### config.mk
export PLATFORM = sky130hd
export DESIGN_NAME = xfer_engine
export DESIGN_NICKNAME = d
export VERILOG_FILES = /design/src/rtl/xfer_pkg.sv /design/src/rtl/xfer_send.sv /design/src/rtl/xfer_recv.sv /design/src/rtl/xfer_engine.sv
export SDC_FILE = /design/constraint.sdc
export NUM_CORES = 1
export LEC_CHECK = 0
export CORE_MARGIN = 4
export CORE_UTILIZATION = 36
export CTS_BUF_LIST = sky130_fd_sc_hd__clkbuf_16
export DETAILED_ROUTE_END_ITERATION = 10
export GPL_ROUTABILITY_DRIVEN = 0
export RECOVER_POWER = 100
export SKIP_LAST_GASP = 1
export SYNTH_ARGS = -nofsm -noshare
export SYNTH_HDL_FRONTEND = slang
export SYNTH_SLANG_ARGS = --single-unit
### constraint.sdc
create_clock -name clk -period 7 [get_ports clk]
set_clock_uncertainty 0.2 [all_clocks]
set_input_delay 1.75 -clock clk [delete_from_list [all_inputs] [get_ports clk]]
set_output_delay 1.75 -clock clk [all_outputs]
set_load 0.02 [all_outputs]
### src/rtl/xfer_pkg.sv
package xfer_pkg;
  localparam int HDR_W   = 23;
  localparam int NODE_W  = 4;
  localparam int TGT_W   = 2;
  localparam int ADDR_W  = 24;
  localparam int CNT_W   = 8;
  localparam int ARG_W   = CNT_W + ADDR_W;
  localparam int BURST_SH = 5;  // 32 words per data packet

  typedef enum logic [2:0] {
    PK_REQ    = 3'd0,
    PK_PERM   = 3'd1,
    PK_DMACTL = 3'd2,
    PK_DATA   = 3'd3,
    PK_REGCTL = 3'd4
  } pk_type_e;

  function automatic logic [HDR_W-1:0] mk_hdr(input logic [2:0] t, input logic [TGT_W-1:0] tgt,
                                             input logic [NODE_W-1:0] src, input logic [NODE_W-1:0] dst);
    return {t, 2'b00, tgt, 8'h00, src, dst};
  endfunction

  function automatic logic [2:0] hdr_type(input logic [HDR_W-1:0] h);
    return h[22:20];
  endfunction

  function automatic logic [TGT_W-1:0] hdr_tgt(input logic [HDR_W-1:0] h);
    return h[17:16];
  endfunction

  function automatic logic [NODE_W-1:0] hdr_src(input logic [HDR_W-1:0] h);
    return h[7:4];
  endfunction

  function automatic logic [NODE_W-1:0] hdr_dst(input logic [HDR_W-1:0] h);
    return h[3:0];
  endfunction

  function automatic logic [ADDR_W-1:0] burst_addr(input logic [ADDR_W-1:0] base, input logic [CNT_W-1:0] idx);
    return base + (ADDR_W'(idx) << BURST_SH);
  endfunction
endpackage

### src/rtl/xfer_send.sv
module xfer_send
  import xfer_pkg::*;
#(
  parameter int TIMEOUT = 64
) (
  input  logic              clk,
  input  logic              rst_n,
  input  logic [NODE_W-1:0] my_node,
  input  logic              start,
  input  logic [NODE_W-1:0] start_dst,
  input  logic [TGT_W-1:0]  start_tgt,
  input  logic [ADDR_W-1:0] start_addr,
  input  logic [CNT_W-1:0]  start_count,
  input  logic              perm_valid,
  input  logic [HDR_W-1:0]  perm_hdr,
  output logic              out_valid,
  output logic [HDR_W-1:0]  out_hdr,
  output logic [ARG_W-1:0]  out_arg,
  output logic              busy,
  output logic              done,
  output logic              err
);
  localparam int TO_W = (TIMEOUT > 1) ? $clog2(TIMEOUT) : 1;

  typedef enum logic [1:0] {S_IDLE, S_WAIT, S_SEND} s_state_e;
  s_state_e state;

  logic [NODE_W-1:0] dst_q;
  logic [TGT_W-1:0]  tgt_q;
  logic [CNT_W-1:0]  cnt_q, idx_q;
  logic [TO_W-1:0]   wcnt_q;
  logic              open_q;

  // named event: a permission matching the open request
  logic perm_hit;
  assign perm_hit = (state == S_WAIT) && perm_valid && (hdr_type(perm_hdr) == PK_PERM)
                    && (hdr_src(perm_hdr) == dst_q) && (hdr_dst(perm_hdr) == my_node);
  assign busy = (state != S_IDLE);

  always_ff @(posedge clk) begin
    if (!rst_n) begin
      state <= S_IDLE; out_valid <= 1'b0; out_hdr <= '0; out_arg <= '0;
      done <= 1'b0; err <= 1'b0; dst_q <= '0; tgt_q <= '0; cnt_q <= '0;
      idx_q <= '0; wcnt_q <= '0; open_q <= 1'b0;
    end else begin
      out_valid <= 1'b0;
      done      <= 1'b0;
      err       <= 1'b0;
      case (state)
        S_IDLE: if (start) begin
          dst_q <= start_dst; tgt_q <= start_tgt; cnt_q <= start_count;
          out_valid <= 1'b1;
          out_hdr   <= mk_hdr(PK_REQ, start_tgt, my_node, start_dst);
          out_arg   <= {start_count, start_addr};
          wcnt_q    <= '0;
          state     <= S_WAIT;
        end
        S_WAIT: begin
          if (perm_hit) begin
            if (cnt_q == '0) begin
              done  <= 1'b1;
              state <= S_IDLE;
            end else begin
              idx_q  <= '0;
              open_q <= 1'b1;
              state  <= S_SEND;
            end
          end else if (wcnt_q == TO_W'(TIMEOUT - 1)) begin
            err   <= 1'b1;
            state <= S_IDLE;
          end else begin
            wcnt_q <= wcnt_q + 1'b1;
          end
        end
        S_SEND: begin
          out_valid <= 1'b1;
          out_hdr   <= mk_hdr(PK_DATA, tgt_q, my_node, dst_q);
          out_arg   <= {{ADDR_W{1'b0}}, idx_q};
          idx_q     <= idx_q + 1'b1;
          if (idx_q == cnt_q - 1'b1) begin
            done   <= 1'b1;
            open_q <= 1'b0;
            state  <= S_IDLE;
          end
        end
        default: state <= S_IDLE;
      endcase
    end
  end

  assert_no_data_before_grant_R3: assert property (@(posedge clk) disable iff (!rst_n)
    (out_valid && hdr_type(out_hdr) == PK_DATA) |-> $past(open_q));
  assert_request_follows_start_R2: assert property (@(posedge clk) disable iff (!rst_n)
    (state == S_IDLE && start) |=> (out_valid && hdr_type(out_hdr) == PK_REQ));
  assert_err_excludes_done_R5: assert property (@(posedge clk) disable iff (!rst_n)
    err |-> (!done && !busy));
  assert_done_closes_R4: assert property (@(posedge clk) disable iff (!rst_n)
    done |-> !busy);
endmodule

### src/rtl/xfer_recv.sv
module xfer_recv
  import xfer_pkg::*;
(
  input  logic              clk,
  input  logic              rst_n,
  input  logic [NODE_W-1:0] my_node,
  input  logic              in_valid,
  input  logic [HDR_W-1:0]  in_hdr,
  input  logic [ARG_W-1:0]  in_arg,
  output logic              grant_valid,
  output logic [HDR_W-1:0]  grant_hdr,
  output logic              wr_valid,
  output logic [TGT_W-1:0]  wr_tgt,
  output logic [ADDR_W-1:0] wr_addr,
  output logic              busy,
  output logic              done
);
  typedef enum logic {R_IDLE, R_ACTIVE} r_state_e;
  r_state_e state;

  logic [NODE_W-1:0] src_q;
  logic [TGT_W-1:0]  tgt_q;
  logic [ADDR_W-1:0] base_q;
  logic [CNT_W-1:0]  cnt_q, n_q;
  logic              pend_v;
  logic [HDR_W-1:0]  pend_hdr;
  logic [ARG_W-1:0]  pend_arg;

  // named events
  logic in_req, data_hit, take;
  logic [HDR_W-1:0] sel_hdr;
  logic [ARG_W-1:0] sel_arg;
  assign in_req   = in_valid && (hdr_type(in_hdr) == PK_REQ) && (hdr_dst(in_hdr) == my_node);
  assign data_hit = in_valid && (state == R_ACTIVE) && (hdr_type(in_hdr) == PK_DATA)
                    && (hdr_src(in_hdr) == src_q) && (hdr_dst(in_hdr) == my_node);
  assign take     = (state == R_IDLE) && (pend_v || in_req);
  assign sel_hdr  = pend_v ? pend_hdr : in_hdr;
  assign sel_arg  = pend_v ? pend_arg : in_arg;
  assign busy     = (state == R_ACTIVE);

  always_ff @(posedge clk) begin
    if (!rst_n) begin
      state <= R_IDLE; grant_valid <= 1'b0; grant_hdr <= '0; wr_valid <= 1'b0;
      wr_tgt <= '0; wr_addr <= '0; done <= 1'b0; src_q <= '0; tgt_q <= '0;
      base_q <= '0; cnt_q <= '0; n_q <= '0; pend_v <= 1'b0; pend_hdr <= '0; pend_arg <= '0;
    end else begin
      grant_valid <= 1'b0;
      wr_valid    <= 1'b0;
      done        <= 1'b0;
      // one deferred-request slot
      if (in_req && !(state == R_IDLE && !pend_v)) begin
        pend_v <= 1'b1; pend_hdr <= in_hdr; pend_arg <= in_arg;
      end else if (state == R_IDLE && pend_v) begin
        pend_v <= 1'b0;
      end
      if (take) begin
        src_q  <= hdr_src(sel_hdr);
        tgt_q  <= hdr_tgt(sel_hdr);
        base_q <= sel_arg[ADDR_W-1:0];
        cnt_q  <= sel_arg[ARG_W-1:ADDR_W];
        n_q    <= '0;
        grant_valid <= 1'b1;
        grant_hdr   <= mk_hdr(PK_PERM, hdr_tgt(sel_hdr), my_node, hdr_src(sel_hdr));
        if (sel_arg[ARG_W-1:ADDR_W] == '0) done  <= 1'b1;
        else                               state <= R_ACTIVE;
      end
      if (data_hit) begin
        wr_valid <= 1'b1;
        wr_tgt   <= tgt_q;
        wr_addr  <= burst_addr(base_q, n_q);
        n_q      <= n_q + 1'b1;
        if (n_q == cnt_q - 1'b1) begin
          done  <= 1'b1;
          state <= R_IDLE;
        end
      end
    end
  end

  assert_count_in_range_R8: assert property (@(posedge clk) disable iff (!rst_n)
    data_hit |-> (n_q < cnt_q));
  assert_done_idle_R8: assert property (@(posedge clk) disable iff (!rst_n)
    done |-> !busy);
  assert_no_grant_midway_R9: assert property (@(posedge clk) disable iff (!rst_n)
    (state == R_ACTIVE) |=> !grant_valid);
  assert_bad_type_ignored_R1: assert property (@(posedge clk) disable iff (!rst_n)
    (in_valid && hdr_type(in_hdr) > 3'd4) |=> !wr_valid);
  assert_grant_write_exclusive_R6: assert property (@(posedge clk) disable iff (!rst_n)
    !(grant_valid && wr_valid));
endmodule

### src/rtl/xfer_engine.sv
module xfer_engine
  import xfer_pkg::*;
#(
  parameter int TIMEOUT = 64
) (
  input  logic        clk,
  input  logic        rst_n,
  input  logic [3:0]  my_node,
  input  logic        tx_start,
  input  logic [3:0]  tx_dst,
  input  logic [1:0]  tx_tgt,
  input  logic [23:0] tx_addr,
  input  logic [7:0]  tx_count,
  input  logic        tx_grant_valid,
  input  logic [22:0] tx_grant_hdr,
  output logic        tx_pkt_valid,
  output logic [22:0] tx_pkt_hdr,
  output logic [31:0] tx_pkt_arg,
  output logic        tx_busy,
  output logic        tx_done,
  output logic        tx_err,
  input  logic        rx_pkt_valid,
  input  logic [22:0] rx_pkt_hdr,
  input  logic [31:0] rx_pkt_arg,
  output logic        rx_grant_valid,
  output logic [22:0] rx_grant_hdr,
  output logic        wr_valid,
  output logic [1:0]  wr_tgt,
  output logic [23:0] wr_addr,
  output logic        rx_busy,
  output logic        rx_done
);
  xfer_send #(.TIMEOUT(TIMEOUT)) u_send (
    .clk(clk), .rst_n(rst_n), .my_node(my_node),
    .start(tx_start), .start_dst(tx_dst), .start_tgt(tx_tgt),
    .start_addr(tx_addr), .start_count(tx_count),
    .perm_valid(tx_grant_valid), .perm_hdr(tx_grant_hdr),
    .out_valid(tx_pkt_valid), .out_hdr(tx_pkt_hdr), .out_arg(tx_pkt_arg),
    .busy(tx_busy), .done(tx_done), .err(tx_err)
  );

  xfer_recv u_recv (
    .clk(clk), .rst_n(rst_n), .my_node(my_node),
    .in_valid(rx_pkt_valid), .in_hdr(rx_pkt_hdr), .in_arg(rx_pkt_arg),
    .grant_valid(rx_grant_valid), .grant_hdr(rx_grant_hdr),
    .wr_valid(wr_valid), .wr_tgt(wr_tgt), .wr_addr(wr_addr),
    .busy(rx_busy), .done(rx_done)
  );
endmodule

Word level (Yosys, flattened, before mapping) --
Cells that the tools add are included.
Storage, ports and cells: word-level logic and storage cells 126, bits in registers 226
Cells by class: equal/unequal tests 18, add/sub/neg operators 6, reductions and logical operators 33, muxes and demuxes 40, bitwise logic cells 3
Operator list (number):
- $mux 32 | 2
- $pmux 32 s2 | 1
- $pmux 23 s2 | 1
- $mux 8 | 4
- $add 24x13->24 | 1
- $mux 23 | 1
- $mux 18 | 1
- $mux 6 | 3
- $mux 1 | 17
- $add 8x1->8 const B | 2
- $eq 4x4->1 | 4
- $eq 8x8->1 | 2
- $logic_not 8->1 | 2
- $pmux 8 s2 | 1
- $sub 8x1->8 const B | 2
- $logic_and 1x1->1 | 14
- $pmux 6 s2 | 1
- $reduce_bool 2->1 | 6
- $mux 2 | 5
- $ne 2x2->1 const B | 4
- $add 6x1->6 const B | 1
- $eq 6x6->1 const B | 1
- $pmux 2 s3 | 1
- $reduce_and 3->1 | 2
- other kinds (15) | 21

Longest topological paths before layout --
depth in word-level cells 8, depth in mapped cells 9, depth with buffers taken out 8

Modules after synthesis --
A second synthesis with hierarchy kept.
Second synthesis, totals: cells, all modules 1032, area, all modules 9298.9 µm²
By module, submodules not included:
- xfer_recv | area each 5600.4 µm², instances 1, cells an instance 613, seq. area each 2402.3 µm²
- xfer_send | area each 3698.5 µm², instances 1, cells an instance 419, seq. area each 1521.5 µm²

Least setup slack after synthesis --
Ideal clock, no wire load.
path type in2reg, start point input rx_pkt_hdr[5], end point register u_recv.state, in the netlist u_recv.busy, slack 3.149 ns, arrival 3.534 ns, path buffers 2, stages 7, cells stage by stage xor2_1 > or4_1 > clkbuf_2 > or2_0 > buf_2 > or4_4 > o211a_1
Between the ends: cells in the longest elaborated chain, start to end 4
Ends and longest elaborated chain:
- from (decl) | RTL line xfer_engine.sv:23 | input logic [22:0] rx_pkt_hdr,
- $eq 4x4->1 | RTL line xfer_recv.sv:35 | && (hdr_src(in_hdr) == src_q) && (hdr_dst(in_hdr) == my_node);
- $logic_and 1x1->1 (2 in a row) | RTL line xfer_recv.sv:35
- $mux 1 | RTL line xfer_recv.sv:67 | if (data_hit) begin
- to (signal assigned) | RTL line xfer_recv.sv:43 | state <= R_IDLE; grant_valid <= 1'b0; grant_hdr <= '0; wr_valid <= 1'b0;
- to (signal assigned) | RTL line xfer_recv.sv:65 | else state <= R_ACTIVE;
- to (signal assigned) | RTL line xfer_recv.sv:74 | state <= R_IDLE;
- to (decl) | RTL line xfer_recv.sv:19 | r_state_e state;
No other way between the ends. A chain may end at the register's enable or synchronous reset.

Worst setup path in the final report --
start point input my_node[0], end point register u_recv.base_q[9]
Between the ends: cells in the longest elaborated chain, start to end 4
Ends and longest elaborated chain:
- from (decl) | RTL line xfer_engine.sv:8 | input logic [3:0] my_node,
- $eq 4x4->1 | RTL line xfer_recv.sv:33 | assign in_req = in_valid && (hdr_type(in_hdr) == PK_REQ) && (hdr_dst(in_hdr) == my_node);
- $logic_and 1x1->1 | RTL line xfer_recv.sv:33
- $logic_or 1x1->1 | RTL line xfer_recv.sv:36 | assign take = (state == R_IDLE) && (pend_v || in_req);
- $logic_and 1x1->1 | RTL line xfer_recv.sv:36
- to (signal assigned) | RTL line xfer_recv.sv:59 | base_q <= sel_arg[ADDR_W-1:0];
- to (decl) | RTL line xfer_recv.sv:23 | logic [ADDR_W-1:0] base_q;
No other way between the ends.

==> results.yml <==
status:
  outcome: "finished with violations"
  violations: "capacitance limit, slew limit"
power_and_ir_drop:
  powerDensity_nw_per_um2: 223
  irDropWorstVdd_v: 0.000138
  leakage_nw: 4.24
die:
  die_x_um: 166
  rows: 57
  io_pins: 237
  chipHeight_um: 166
  core_um2: 24400
  die_area_um2: 27500
  initial_core_util: 0.368
layout:
  drive_above_1_share: 0.0433
  post-route-util: 0.475
  n_fill_cell: 2428
  syn_to_final_growth_pct: 29.3
  register_area_um2: 3930
  final_common_cell: "dfxtp_1"
  layout_common_cells: "dfxtp_1 (195), nor2_1 (143), clkdlybuf4s50_1 (99)"
  fin_nets: 1307
  diodes: 0
  multi_input_area_um2: 4640
  final_area_um2: 11600
cts:
  cts-resized-gates: 0
  htree_levels: 4
  clock_sink_count: 196
  root_buffer: "clkbuf_16"
  cts.path.max_buffers: 2
  clk-insertion-delay-late_ns: 0.44
  cts_setup_buffers: 0
  cts_tree: "done"
  clkTransAtPathRegs_ns: 0.07
  cts_made_buffers: 17
  cts-hold-fix-buffers: 0
logic_synthesis:
  ys_seq_area_frac: 0.438
  ys_ff_latch: 196
  synthMuxAreaShare: 0.110
  syn-cell-area_um2: 8960
  synth_edf_count: 0
  synth-adder-area-share: 0.0257
  synth_cells: 1008
  synth-simple-area-share: 0.161
  syn_avg_cell_area_um2: 8.89
  ys.flop_type: "dfxtp_1"
  synth-warning-count: 0
  async_reset_ff_frac: 0
  synth-compound-area-share: 0.158
  ys_types: 60
  synth_xor_area_frac: 0.0528
  synth_top_family_by_area: "simple AND/OR/NAND/NOR gates"
global_routing:
  antenna_found_initial: 0
  grt_first_pass_wirelength_mm: 38.1
  use_met3: 0.0409
  grt_max_degree: 129
  groute.usage.overall: 0.168
  grt_use_met2: 0.281
  grt_pass1_vias: 7090
  grt_use_met1: 0.215
  overflow: 0
  grt-busiest-layer: "met2"
placed_design:
  portBuffers: 191
  dpl-instance-area_um2: 11100
  dp_hpwl_mm: 16.7
timing:
  hold_viol: 0
  min_period_ns: 5.65
  finalCritPeriodShare: 0.807
  fmax_ghz: 0.177
  max_slew_margin: -0.109
  finalSetupTns_ns: 0
  worst_pin_slew_ns: 1.66
  slew_violations: 70
  grt_setup_unrepaired: "no"
  setup_viol: 0
hold_path:
  hold_start: "u_send.out_hdr[7]"
  hp-class: "register to register"
setup_path:
  r2r-start: "u_recv.pend_v"
  critPathCaptureType: "register"
  critPathLaunch: "my_node[0]"
  crit_type: "input port to register"
  crit_path_max_fanout: 42
  required_ns: 7.14
  start_kind: "input port"
  crit_arrival_ns: 5.79
route:
  first_pass_iters: 4
  vias: 7482
  drt_iter0_markers: 444
  wl_per_cell_um: 15.8
  drt-total-wl_mm: 23.7
  ant_nets: 0
  drc_errors: 0
  via_per_inst: 4.98
flow_run:
  drv_cap: 2
-- Yosys cell counts (all sizes together) (6+ instances only) --
| cell type | instances | area (µm²) |
|---|---|---|
| a22oi | 24 | 180 |
| mux2i | 97 | 971 |
| nand3 | 16 | 80.1 |
| buf | 33 | 226 |
| nand2 | 89 | 334 |
| nand2b | 6 | 37.5 |
| a211oi | 62 | 465 |
| clkbuf | 53 | 201 |
| and3 | 8 | 50.1 |
| o21ai | 21 | 105 |
| xnor2 | 29 | 254 |
| nor3 | 12 | 60.1 |
| nor4 | 8 | 50.1 |
| inv | 18 | 67.6 |
| nor2 | 145 | 544 |
| and2 | 8 | 50.1 |
| a21oi | 68 | 344 |
| ha | 16 | 200 |
| xor2 | 25 | 219 |
| dfxtp | 196 | 3920 |
| nand4 | 11 | 68.8 |
-- report_power, final --
group	total, W	internal [W]	switching (W)
clock	0.000963	0.000500	0.000463
combinational	0.000434	0.000181	0.000253
sequential	0.00119	0.00116	0.0000283
-- worst paths after layout --
check	endpoint	slack (ns)	cells after the start
max	u_recv.base_q[9]	1.35	8
min	u_send.out_hdr[7]	0.25	2
max reg2reg	u_recv.base_q[9]	3.27	6
min reg2reg	u_send.out_hdr[7]	0.25	2
-- critical path, cell delays in order --
cell           delay [ns]
dlygate4sd3_1        0.64
xor2_1               0.19
nor3b_1              0.56
a31oi_1              0.38
nor2_4               0.64
clkbuf_1             1.26
nor2_1               0.08
a211oi_1             0.26
-- cells by family (layout without fill, tap and decap cells) --
group / after synthesis / count (layout)
mux: 98 / 98
xor+xnor: 54 / 54
flops: 196 / 196
other cells: 1 / 23
fa+ha+maj: 18 / 18
simple gates: 324 / 324
compound gates: 213 / 213
buf+inv: 104 / 252
-- sequential cells by signal, summed over array words and instances, names as in the netlist, 7 cells and up --
name	count
u_recv.grant_hdr	7
u_send.idx_q	8
u_recv.base_q	24
u_recv.n_q	8
u_recv.cnt_q	8
u_send.out_hdr	11
u_recv.pend_arg	32
u_recv.wr_addr	24
u_send.cnt_q	8
u_send.out_arg	32
-- through the flow --
stage | hold WS [ns] | setup WS, ns | std cells | power (W)
CTS | 0.253 | 2.12 | 1502 | 0.00264
finish | 0.249 | 1.35 | 1502 | 0.00259
floorplan | 0.232 | 3.15 | 1030 | 0.00148
global placement | 0.239 | 1.61 | 1470 | 0.00167
global route | 0.263 | 0.999 | 1502 | 0.00270
detailed placement | 0.246 | 1.65 | 1470 | 0.00167
-- layer usage --
layer / wire length [µm] / vias up
met1: 11000 / 3456
met3: 983 / 25
met5: 0 / -
met2: 11200 / 155
li1: - / 3846
met4: 445 / 0
-- layout make-up --
cell class | instances | area share
clock inverter | 15 | 0.0124
inverter | 18 | 0.00626
clock buffer | 17 | 0.0367
tap | 324 | 0.0350
timing repair buffer | 202 | 0.171
multi-input combinational | 730 | 0.400
sequential | 196 | 0.339
Note: power is estimated with default switching activity, not from simulation.
